`config.mk`:
```
export PLATFORM = sky130hd
export DESIGN_NAME = ccd_line_framer
export DESIGN_NICKNAME = d
export VERILOG_FILES = /design/src/rtl/ccd_frm_pkg.sv /design/src/rtl/ccd_seq_div.sv /design/src/rtl/ccd_pos_tracker.sv /design/src/rtl/ccd_black_acc.sv /design/src/rtl/ccd_pix_fifo.sv /design/src/rtl/ccd_line_framer.sv
export SDC_FILE = /design/constraint.sdc
export NUM_CORES = 1
export LEC_CHECK = 0
export BUFFER_PORTS_ARGS = -buffer_cell sky130_fd_sc_hd__buf_2
export CAP_MARGIN = 10
export CORE_ASPECT_RATIO = 0.5
export CORE_MARGIN = 2
export CORE_UTILIZATION = 61
export CTS_CLUSTER_SIZE = 25
export DETAILED_ROUTE_END_ITERATION = 8
export PLACE_DENSITY = 0.79
export SYNTH_ARGS = -nofsm -noshare
export SYNTH_HDL_FRONTEND = slang
export SYNTH_HIERARCHICAL = 1
export SYNTH_SLANG_ARGS = --single-unit
```
`constraint.sdc`:
```
create_clock -name clk -period 3 [get_ports clk]
set_input_delay 0.45 -clock clk [delete_from_list [all_inputs] [get_ports clk]]
set_output_delay 0.45 -clock clk [all_outputs]
set_load 0.01 [all_outputs]
```
`src/rtl/ccd_frm_pkg.sv`:
```
package ccd_frm_pkg;

    localparam int DEF_SAMPLE_W   = 12;
    localparam int DEF_LINE_LEN   = 3066;
    localparam int DEF_LEAD_LEN   = 56;
    localparam int DEF_ACTIVE_LEN = 3000;
    localparam int DEF_OB_START   = 24;
    localparam int DEF_OB_LEN     = 30;
    localparam int DEF_FIFO_DEPTH = 4;

    typedef enum logic [1:0] {
        PC_LEAD   = 2'd0,
        PC_BLACK  = 2'd1,
        PC_ACTIVE = 2'd2,
        PC_TRAIL  = 2'd3
    } pos_class_e;

    typedef struct packed {
        logic first;
        logic last;
    } pix_mark_t;

    function automatic pos_class_e classify(input int idx, input int lead_len,
                                            input int ob_start, input int ob_len,
                                            input int active_len);
        if (idx < ob_start)                       return PC_LEAD;
        else if (idx < ob_start + ob_len)         return PC_BLACK;
        else if (idx < lead_len)                  return PC_LEAD;
        else if (idx < lead_len + active_len)     return PC_ACTIVE;
        else                                      return PC_TRAIL;
    endfunction

endpackage

```
`src/rtl/ccd_seq_div.sv`:
```
// Restoring divider by a constant: one quotient bit per cycle.
module ccd_seq_div #(
    parameter int NUM_W   = 16,
    parameter int DIVISOR = 15,
    parameter int QUO_W   = 12,
    localparam int DEN_W  = $clog2(DIVISOR + 1),
    localparam int CNT_W  = $clog2(NUM_W + 1)
) (
    input  logic             clk,
    input  logic             rst,
    input  logic             start,
    input  logic [NUM_W-1:0] dividend,
    output logic [QUO_W-1:0] quotient,
    output logic             done
);
    localparam logic [DEN_W:0]   DIV_C = (DEN_W + 1)'(DIVISOR);
    localparam logic [CNT_W-1:0] STEPS = CNT_W'(NUM_W);

    logic [NUM_W-1:0] num_q;
    logic [DEN_W-1:0] rem_q;
    logic [CNT_W-1:0] cnt_q;
    logic             busy_q;
    logic [DEN_W:0]   trial;
    logic             ge;
    logic [DEN_W-1:0] nrem;

    always_comb begin
        trial = {rem_q, num_q[NUM_W-1]};
        ge    = (trial >= DIV_C);
        nrem  = ge ? DEN_W'(trial - DIV_C) : trial[DEN_W-1:0];
    end

    always_ff @(posedge clk) begin
        if (rst) begin
            num_q  <= '0;
            rem_q  <= '0;
            cnt_q  <= '0;
            busy_q <= 1'b0;
            done   <= 1'b0;
        end else begin
            done <= 1'b0;
            if (start) begin
                num_q  <= dividend;
                rem_q  <= '0;
                cnt_q  <= STEPS;
                busy_q <= 1'b1;
            end else if (busy_q) begin
                rem_q <= nrem;
                num_q <= {num_q[NUM_W-2:0], ge};
                cnt_q <= cnt_q - 1'b1;
                if (cnt_q == CNT_W'(1)) begin
                    busy_q <= 1'b0;
                    done   <= 1'b1;
                end
            end
        end
    end

    assign quotient = num_q[QUO_W-1:0];

    // a mean of samples never exceeds the sample range
    p_quo_fits_r4: assert property (@(posedge clk) disable iff (rst)
        done |-> (num_q[NUM_W-1:QUO_W] == '0));

    // completion is a single-cycle event
    p_done_pulse_r4: assert property (@(posedge clk) disable iff (rst)
        done |=> !done);

endmodule

```
`src/rtl/ccd_pos_tracker.sv`:
```
// Counts line positions, tags each sample with its class, detects line closure.
module ccd_pos_tracker
    import ccd_frm_pkg::*;
#(
    parameter int SAMPLE_W   = DEF_SAMPLE_W,
    parameter int LINE_LEN   = DEF_LINE_LEN,
    parameter int LEAD_LEN   = DEF_LEAD_LEN,
    parameter int ACTIVE_LEN = DEF_ACTIVE_LEN,
    parameter int OB_START   = DEF_OB_START,
    parameter int OB_LEN     = DEF_OB_LEN,
    localparam int POS_W     = $clog2(LINE_LEN + 1)
) (
    input  logic                clk,
    input  logic                rst,
    input  logic                smp_valid,
    input  logic                line_start,
    input  logic [SAMPLE_W-1:0] smp_data,
    output logic                tag_valid,
    output logic [POS_W-1:0]    tag_idx,
    output pos_class_e          tag_cls,
    output logic [SAMPLE_W-1:0] tag_data,
    output logic                close_valid,
    output logic                close_len_ok
);
    localparam logic [POS_W-1:0] LEN_C = POS_W'(LINE_LEN);

    logic [POS_W-1:0] pos_q;
    logic             in_line_q;

    always_ff @(posedge clk) begin
        if (rst) begin
            pos_q        <= '0;
            in_line_q    <= 1'b0;
            tag_valid    <= 1'b0;
            tag_idx      <= '0;
            tag_cls      <= PC_LEAD;
            tag_data     <= '0;
            close_valid  <= 1'b0;
            close_len_ok <= 1'b0;
        end else begin
            tag_valid    <= 1'b0;
            close_valid  <= 1'b0;
            close_len_ok <= 1'b0;
            if (smp_valid) begin
                if (line_start) begin
                    close_valid  <= in_line_q;
                    close_len_ok <= (pos_q == LEN_C);
                    in_line_q    <= 1'b1;
                    pos_q        <= POS_W'(1);
                    tag_valid    <= 1'b1;
                    tag_idx      <= '0;
                    tag_cls      <= classify(0, LEAD_LEN, OB_START, OB_LEN, ACTIVE_LEN);
                    tag_data     <= smp_data;
                end else if (in_line_q) begin
                    if (pos_q == LEN_C) begin
                        close_valid <= 1'b1;
                        in_line_q   <= 1'b0;
                    end else begin
                        tag_valid <= 1'b1;
                        tag_idx   <= pos_q;
                        tag_cls   <= classify(int'(pos_q), LEAD_LEN, OB_START, OB_LEN, ACTIVE_LEN);
                        tag_data  <= smp_data;
                        pos_q     <= pos_q + 1'b1;
                    end
                end
            end
        end
    end

    // the position counter never runs past one line
    p_pos_bound_r8: assert property (@(posedge clk) disable iff (rst)
        pos_q <= LEN_C);

    // no tagged sample lies beyond the last line position
    p_tag_in_line_r8: assert property (@(posedge clk) disable iff (rst)
        tag_valid |-> (tag_idx < LEN_C));

endmodule

```
`src/rtl/ccd_black_acc.sv`:
```
// Even/odd sums over the shielded window and their division by the sample count.
module ccd_black_acc
    import ccd_frm_pkg::*;
#(
    parameter int SAMPLE_W = DEF_SAMPLE_W,
    parameter int OB_START = DEF_OB_START,
    parameter int OB_LEN   = DEF_OB_LEN,
    parameter int POS_W    = 12,
    localparam int PAR_CNT = OB_LEN / 2,
    localparam int SUM_W   = SAMPLE_W + $clog2(PAR_CNT)
) (
    input  logic                clk,
    input  logic                rst,
    input  logic                tag_valid,
    input  logic [POS_W-1:0]    tag_idx,
    input  pos_class_e          tag_cls,
    input  logic [SAMPLE_W-1:0] tag_data,
    output logic [SAMPLE_W-1:0] lvl_even,
    output logic [SAMPLE_W-1:0] lvl_odd,
    output logic                lvl_ready
);
    localparam logic [POS_W-1:0] FIRST_PAIR_END = POS_W'(OB_START + 2);
    localparam logic [POS_W-1:0] OB_LAST        = POS_W'(OB_START + OB_LEN - 1);

    logic [SUM_W-1:0]    sum_q  [2];
    logic [SAMPLE_W-1:0] quo    [2];
    logic [SAMPLE_W-1:0] lvl_q  [2];
    logic                done   [2];
    logic                div_go;

    always_ff @(posedge clk) begin
        if (rst) div_go <= 1'b0;
        else     div_go <= tag_valid && (tag_idx == OB_LAST);
    end

    for (genvar g = 0; g < 2; g++) begin : g_par
        always_ff @(posedge clk) begin
            if (rst) begin
                sum_q[g] <= '0;
            end else if (tag_valid && tag_cls == PC_BLACK && tag_idx[0] == 1'(g)) begin
                if (tag_idx < FIRST_PAIR_END)
                    sum_q[g] <= SUM_W'(tag_data);
                else
                    sum_q[g] <= sum_q[g] + SUM_W'(tag_data);
            end
        end

        ccd_seq_div #(
            .NUM_W   (SUM_W),
            .DIVISOR (PAR_CNT),
            .QUO_W   (SAMPLE_W)
        ) u_div (
            .clk      (clk),
            .rst      (rst),
            .start    (div_go),
            .dividend (sum_q[g]),
            .quotient (quo[g]),
            .done     (done[g])
        );

        always_ff @(posedge clk) begin
            if (rst)          lvl_q[g] <= '0;
            else if (done[g]) lvl_q[g] <= quo[g];
        end
    end

    always_ff @(posedge clk) begin
        if (rst)                                lvl_ready <= 1'b0;
        else if (tag_valid && tag_idx == '0)    lvl_ready <= 1'b0;
        else if (done[0])                       lvl_ready <= 1'b1;
    end

    assign lvl_even = lvl_q[0];
    assign lvl_odd  = lvl_q[1];

    // both parities finish together
    p_div_lockstep_r4: assert property (@(posedge clk) disable iff (rst)
        done[0] == done[1]);

endmodule

```
`src/rtl/ccd_pix_fifo.sv`:
```
// Small FIFO for the effective pixel stream, with sticky overflow.
module ccd_pix_fifo #(
    parameter int W     = 14,
    parameter int DEPTH = 4,
    localparam int PTR_W = $clog2(DEPTH)
) (
    input  logic         clk,
    input  logic         rst,
    input  logic         push,
    input  logic [W-1:0] push_data,
    input  logic         out_ready,
    output logic         out_valid,
    output logic [W-1:0] out_data,
    output logic         ovf_err
);
    localparam logic [PTR_W:0]   FULL_C = (PTR_W + 1)'(DEPTH);
    localparam logic [PTR_W-1:0] LAST_P = PTR_W'(DEPTH - 1);

    logic [W-1:0]     mem [DEPTH];
    logic [PTR_W-1:0] wr_q, rd_q;
    logic [PTR_W:0]   cnt_q;
    logic             do_pop, do_push, full;

    always_comb begin
        full      = (cnt_q == FULL_C);
        out_valid = (cnt_q != '0);
        do_pop    = out_valid && out_ready;
        do_push   = push && (!full || do_pop);
        out_data  = mem[rd_q];
    end

    always_ff @(posedge clk) begin
        if (do_push) mem[wr_q] <= push_data;
    end

    always_ff @(posedge clk) begin
        if (rst) begin
            wr_q    <= '0;
            rd_q    <= '0;
            cnt_q   <= '0;
            ovf_err <= 1'b0;
        end else begin
            if (do_push) wr_q <= (wr_q == LAST_P) ? '0 : wr_q + 1'b1;
            if (do_pop)  rd_q <= (rd_q == LAST_P) ? '0 : rd_q + 1'b1;
            if (do_push && !do_pop)      cnt_q <= cnt_q + 1'b1;
            else if (do_pop && !do_push) cnt_q <= cnt_q - 1'b1;
            if (push && !do_push) ovf_err <= 1'b1;
        end
    end

    // a stalled pixel is held unchanged
    p_hold_r10: assert property (@(posedge clk) disable iff (rst)
        (out_valid && !out_ready) |=> (out_valid && $stable(out_data)));

    // overflow is sticky
    p_ovf_sticky_r11: assert property (@(posedge clk) disable iff (rst)
        ovf_err |=> ovf_err);

    // occupancy bounded by the depth
    p_no_overflow_r11: assert property (@(posedge clk) disable iff (rst)
        cnt_q <= FULL_C);

endmodule

```
`src/rtl/ccd_line_framer.sv`:
```
module ccd_line_framer
    import ccd_frm_pkg::*;
#(
    parameter int SAMPLE_W   = DEF_SAMPLE_W,
    parameter int LINE_LEN   = DEF_LINE_LEN,
    parameter int LEAD_LEN   = DEF_LEAD_LEN,
    parameter int ACTIVE_LEN = DEF_ACTIVE_LEN,
    parameter int OB_START   = DEF_OB_START,
    parameter int OB_LEN     = DEF_OB_LEN,
    parameter int FIFO_DEPTH = DEF_FIFO_DEPTH
) (
    input  logic                clk,
    input  logic                rst,
    input  logic                smp_valid,
    input  logic                line_start,
    input  logic [SAMPLE_W-1:0] smp_data,
    output logic                pix_valid,
    input  logic                pix_ready,
    output logic [SAMPLE_W-1:0] pix_data,
    output logic                pix_first,
    output logic                pix_last,
    output logic                blk_valid,
    output logic                blk_ok,
    output logic                line_err,
    output logic [SAMPLE_W-1:0] blk_even,
    output logic [SAMPLE_W-1:0] blk_odd,
    output logic                ovf_err
);
    localparam int POS_W  = $clog2(LINE_LEN + 1);
    localparam int FIFO_W = SAMPLE_W + $bits(pix_mark_t);
    localparam logic [POS_W-1:0] FIRST_IDX = POS_W'(LEAD_LEN);
    localparam logic [POS_W-1:0] LAST_IDX  = POS_W'(LEAD_LEN + ACTIVE_LEN - 1);

    logic                tag_valid;
    logic [POS_W-1:0]    tag_idx;
    pos_class_e          tag_cls;
    logic [SAMPLE_W-1:0] tag_data;
    logic                close_valid, close_len_ok;
    logic [SAMPLE_W-1:0] lvl_even, lvl_odd;
    logic                lvl_ready;
    logic                fifo_push;
    pix_mark_t           in_mark, out_mark;
    logic [FIFO_W-1:0]   fifo_in, fifo_out;

    ccd_pos_tracker #(
        .SAMPLE_W   (SAMPLE_W),
        .LINE_LEN   (LINE_LEN),
        .LEAD_LEN   (LEAD_LEN),
        .ACTIVE_LEN (ACTIVE_LEN),
        .OB_START   (OB_START),
        .OB_LEN     (OB_LEN)
    ) u_trk (
        .clk          (clk),
        .rst          (rst),
        .smp_valid    (smp_valid),
        .line_start   (line_start),
        .smp_data     (smp_data),
        .tag_valid    (tag_valid),
        .tag_idx      (tag_idx),
        .tag_cls      (tag_cls),
        .tag_data     (tag_data),
        .close_valid  (close_valid),
        .close_len_ok (close_len_ok)
    );

    ccd_black_acc #(
        .SAMPLE_W (SAMPLE_W),
        .OB_START (OB_START),
        .OB_LEN   (OB_LEN),
        .POS_W    (POS_W)
    ) u_blk (
        .clk       (clk),
        .rst       (rst),
        .tag_valid (tag_valid),
        .tag_idx   (tag_idx),
        .tag_cls   (tag_cls),
        .tag_data  (tag_data),
        .lvl_even  (lvl_even),
        .lvl_odd   (lvl_odd),
        .lvl_ready (lvl_ready)
    );

    always_comb begin
        fifo_push     = tag_valid && (tag_cls == PC_ACTIVE);
        in_mark.first = (tag_idx == FIRST_IDX);
        in_mark.last  = (tag_idx == LAST_IDX);
        fifo_in       = {in_mark, tag_data};
    end

    ccd_pix_fifo #(
        .W     (FIFO_W),
        .DEPTH (FIFO_DEPTH)
    ) u_fifo (
        .clk       (clk),
        .rst       (rst),
        .push      (fifo_push),
        .push_data (fifo_in),
        .out_ready (pix_ready),
        .out_valid (pix_valid),
        .out_data  (fifo_out),
        .ovf_err   (ovf_err)
    );

    always_comb begin
        out_mark  = fifo_out[FIFO_W-1:SAMPLE_W];
        pix_data  = fifo_out[SAMPLE_W-1:0];
        pix_first = out_mark.first;
        pix_last  = out_mark.last;
    end

    always_ff @(posedge clk) begin
        if (rst) begin
            blk_valid <= 1'b0;
            blk_ok    <= 1'b0;
            line_err  <= 1'b0;
            blk_even  <= '0;
            blk_odd   <= '0;
        end else begin
            blk_valid <= close_valid;
            if (close_valid) begin
                line_err <= !close_len_ok;
                blk_ok   <= close_len_ok && lvl_ready;
                blk_even <= lvl_even;
                blk_odd  <= lvl_odd;
            end
        end
    end

    // a length error never comes with trusted levels
    p_err_blocks_ok_r7: assert property (@(posedge clk) disable iff (rst)
        (blk_valid && line_err) |-> !blk_ok);

    // a pixel cannot be both first and last
    p_first_last_r3: assert property (@(posedge clk) disable iff (rst)
        pix_valid |-> !(pix_first && pix_last));

endmodule

```
==> metrics.md <==
| Metric | Value |
|---|---|
| Setup bufs post-CTS | 0 |
| Comb pwr share | 0.095 |
| Fillcell total | 1428 |
| Seq pwr share | 0.518 |
| R2R depth | 8 |
| Antenna-violating nets left | 0 |
| Synth Net Count | 1146 |
| Die X-Extent | 199.8 µm |
| Critical Path RT | 3.35 ns |
| Slew @ Worst Pin | 0.9408 ns |
| Setup TNS | 0 ns |
| Synth Instances | 1088 |
| Sequential area share after synthesis | 0.5187 |
| Die area | 0.02036 mm² |
| Switching Fraction | 0.2380 |
| Core area | 0.01861 mm² |
| Hold buffers post-CTS | 0 |
| Commonest non-fill, non-tap cell in the layout | dfxtp_1 |
| Setup violation total in the final timing report | 0 |
| Status | complete, no violations |
| Ranking of synthesized cells by area | edfxtp_1 29%, dfxtp_1 23%, ha_1 4.1% |
| ANT cells | 0 |
| Number of flops mapped to enable cells by yosys | 112 |
| First-pass GRT wire length | 40100 µm |
| Area leader, netlist | edfxtp_1 |
| Crit path from | u_trk/tag_data[0] |
| RSZ-0062 raised after global routing | false |
| Mean post-synth cell area | 10.75 µm² |
| Ys async rst share | 0 |
| Die Ht | 101.9 µm |
| Final wirelength | 24960 µm |
| Clock Sinks | 247 |
| Storage cell area | 0.006066 mm² |
| CTS tree | built |
| Synth Flop Type | dfxtp_1 |
| Worst Hold Class | in2reg |
| Clock skew | 0.02895 ns |
| Initial antenna violation count | 0 |
| CP Max Fanout | 8 |
| Routed length per instance | 18.04 µm |
| Final nets | 1166 |
| Hold depth | 3 |
| Initial Util | 0.6284 |
| Most frequent cells in the layout | 135 x dfxtp_1, 114 x nand2_1, 112 x edfxtp_1 |
| Top cell type's share of synthesized area | 0.2876 |
| Psw | 1.698 mW |
| Setup Crit Path Kind | reg2reg |
| Clock Pin Slew Worst Setup and Hold Paths | 0.07 ns |
| Post-synth cell types | 81 |
| Clock tree buffer depth | 3 |
| Post-route cell area | 0.01269 mm² |
| Headroom to the max-slew limit | 0.3670 |
| Resized cells post-CTS | 0 |
| P_leak | 4.581 nW |
| Row cnt | 35 |
| Root Buffer Master | clkbuf_16 |
| RR Startpoint | u_trk/tag_data[0] |
| Reg2reg setup slack | 0.46 ns |
| CP startpoint kind | flop |
| Multi-input logic area | 0.005069 mm² |
| Total grt overflow | 0 |
| Critical-path cell list | ha_1 -> fa_1 -> a211oi_1 -> o21bai_1 -> a21oi_1 -> o21ai_0 -> xnor2_1 -> a211oi_1 |
| Most frequent CP cell | a211oi_1 |
| Max-cap viol count | 0 |
| P per Cell Area | 562.0 mW/mm² |
| RD Place Congestion | 0.9483 |
| Placement Cell Area | 0.01199 mm² |
| Hold_sp | smp_data[10] |
| Crit-path leading delay family | compound AO/OA/AOI/OAI gates |
| CP max stage cell | fa_1 |
| Overall Global Routing Usage | 0.2513 |
| Buf/Inv on CP | 0 |
| Clk pwr share | 0.386 |
| Max VDD drop | 462.4 µV |
| Via-to-Cell Ratio | 6.017 |
| Final slew viol count | 0 |
| Hold path endpoint | u_trk/tag_data[10] |
| Min Tclk post-route | 2.545 ns |
| Cell-internal power | 5.435 mW |
| Number of DRC markers in iteration 0 | 805 |
| Largest net degree at the start of global routing | 44 |
| Crit Reg-Reg Endpoint | u_blk/sum_q[1][8] |
| Post-route clock period utilization | 0.8482 |
| H-tree depth | 1 |
| Port Buffer Count | 59 |
| Post-DP HPWL | 17370 µm |
| Post-Syn Area | 0.01169 mm² |
| Vias in the first global route | 7752 |
| Hold Vio Cnt, Final | 0 |
| Clk_lat worst skew | 0.52 ns |
| Worst Path Arrival | 2.90 ns |
| Ports | 60 |
| Setup crit end kind | flop |
| First-pass iteration count of the detailed router | 5 |
| CTS Buf Count | 22 |
| Slowest cell delay on critical path | 0.44 ns |
| FF+latch count, synth | 247 |
| # DRC | 0 |
| Share of layout cells above drive strength 1 | 0.1512 |
| Via count | 8321 |
| Area grow syn2layout | 8.537% |
| Ys Warns | 6 |
| Fmax | 393.0 MHz |
-- final cells by class --
class | count | share of cell area
inverter | 26 | 0.007689
tap | 259 | 0.02553
clock inverter | 12 | 0.007886
clock buffer | 28 | 0.04761
timing repair buffer | 77 | 0.03411
sequential | 247 | 0.4779
multi-input combinational | 734 | 0.3993
-- cells in the mapped netlist, drive strengths merged (9+ instances only) --
master	number
a22o	14
clkbuf	26
a211oi	13
dfxtp	135
and3	9
buf	55
mux2i	27
mux4	14
a31oi	9
xnor2	18
nor4	9
ha	38
o21ai	56
mux2	30
edfxtp	112
inv	26
nand4	10
o211ai	21
and2	26
nand3	20
nor2	83
nand2	114
xor2	10
a21oi	93
-- how the worst max path moves through the flow --
stage                                    end  depth (start not counted)
final                      u_blk/sum_q[1][8]                          8
after detailed placement  u_blk/sum_q[1][14]                          7
after global routing       u_blk/sum_q[1][8]                          8
after CTS                  u_blk/sum_q[1][8]                          8
after global placement    u_blk/sum_q[1][14]                          7
after floorplan           u_blk/sum_q[1][14]                          7
-- per-stage QoR --
stage               setup WS (ns)  hold slack [ns]  power [mW]  utilization  instances
floorplan                  0.7534           0.4166       4.253            -       1088
global placement           0.5629           0.4505       4.427       0.6442       1343
detailed placement         0.5103           0.4631       4.449       0.6442       1343
CTS                        0.4694           0.2189       7.191       0.6820       1383
global route               0.2562           0.2350       7.404       0.6820       1383
finish                     0.4554           0.2299       7.133       0.6820       1383
-- tightest hold or removal path, delay by kind of cell --
| kind | cells | cell delay [ns] |
|---|---|---|
| AO/OA/AOI/OAI | 2 | 0.15 |
| buffers and inverters | 1 | 0.10 |
-- flip-flops by register name, indices dropped and copies added, names as in the netlist, 3 cells and up, named ones only --
| signal | flops |
|---|---|
| u_blk/g_par.u_div/cnt_q | 10 |
| u_trk/pos_q | 12 |
| blk_odd | 12 |
| blk_even | 12 |
| u_trk/tag_idx | 12 |
| u_blk/g_par.u_div/num_q | 32 |
| u_blk/g_par.u_div/rem_q | 8 |
| u_blk/sum_q | 32 |
| u_fifo/cnt_q | 3 |
| u_trk/tag_data | 12 |
| u_blk/lvl_q | 24 |
| u_fifo/mem | 56 |
-- metal layers --
metal | track usage | share of wire | vias up
met4 | 0.06667 | 0.021 | 0
met1 | 0.3720 | 0.47 | 3950
met5 | 0 | 0 | -
met2 | 0.3913 | 0.44 | 311
li1 | - | - | 4008
met3 | 0.03729 | 0.073 | 52
-- power by group through the flow --
stage	Combinational, mW	Clock (mW)	Sequential (mW)
2_1_floorplan	0.520	0	3.73
3_3_place_gp	0.660	0	3.77
3_5_place_dp	0.678	0	3.77
4_1_cts	0.682	2.81	3.70
5_1_grt	0.752	2.94	3.71
6_report	0.678	2.76	3.70
-- kinds of logic (layout without fill, tap and decap cells) --
kind of cell,Yosys count,after routing,synth area share
muxes,71,71,0.07896
xor gates and xnor gates,28,28,0.02097
DFF,247,247,0.5187
adders and majority gates,41,41,0.04579
AOI/OAI and AO/OA,252,252,0.1379
and+or+nand+nor,342,342,0.1498
buffers and inverters,107,143,0.04793
Note: power is estimated with default switching activity, not from simulation.
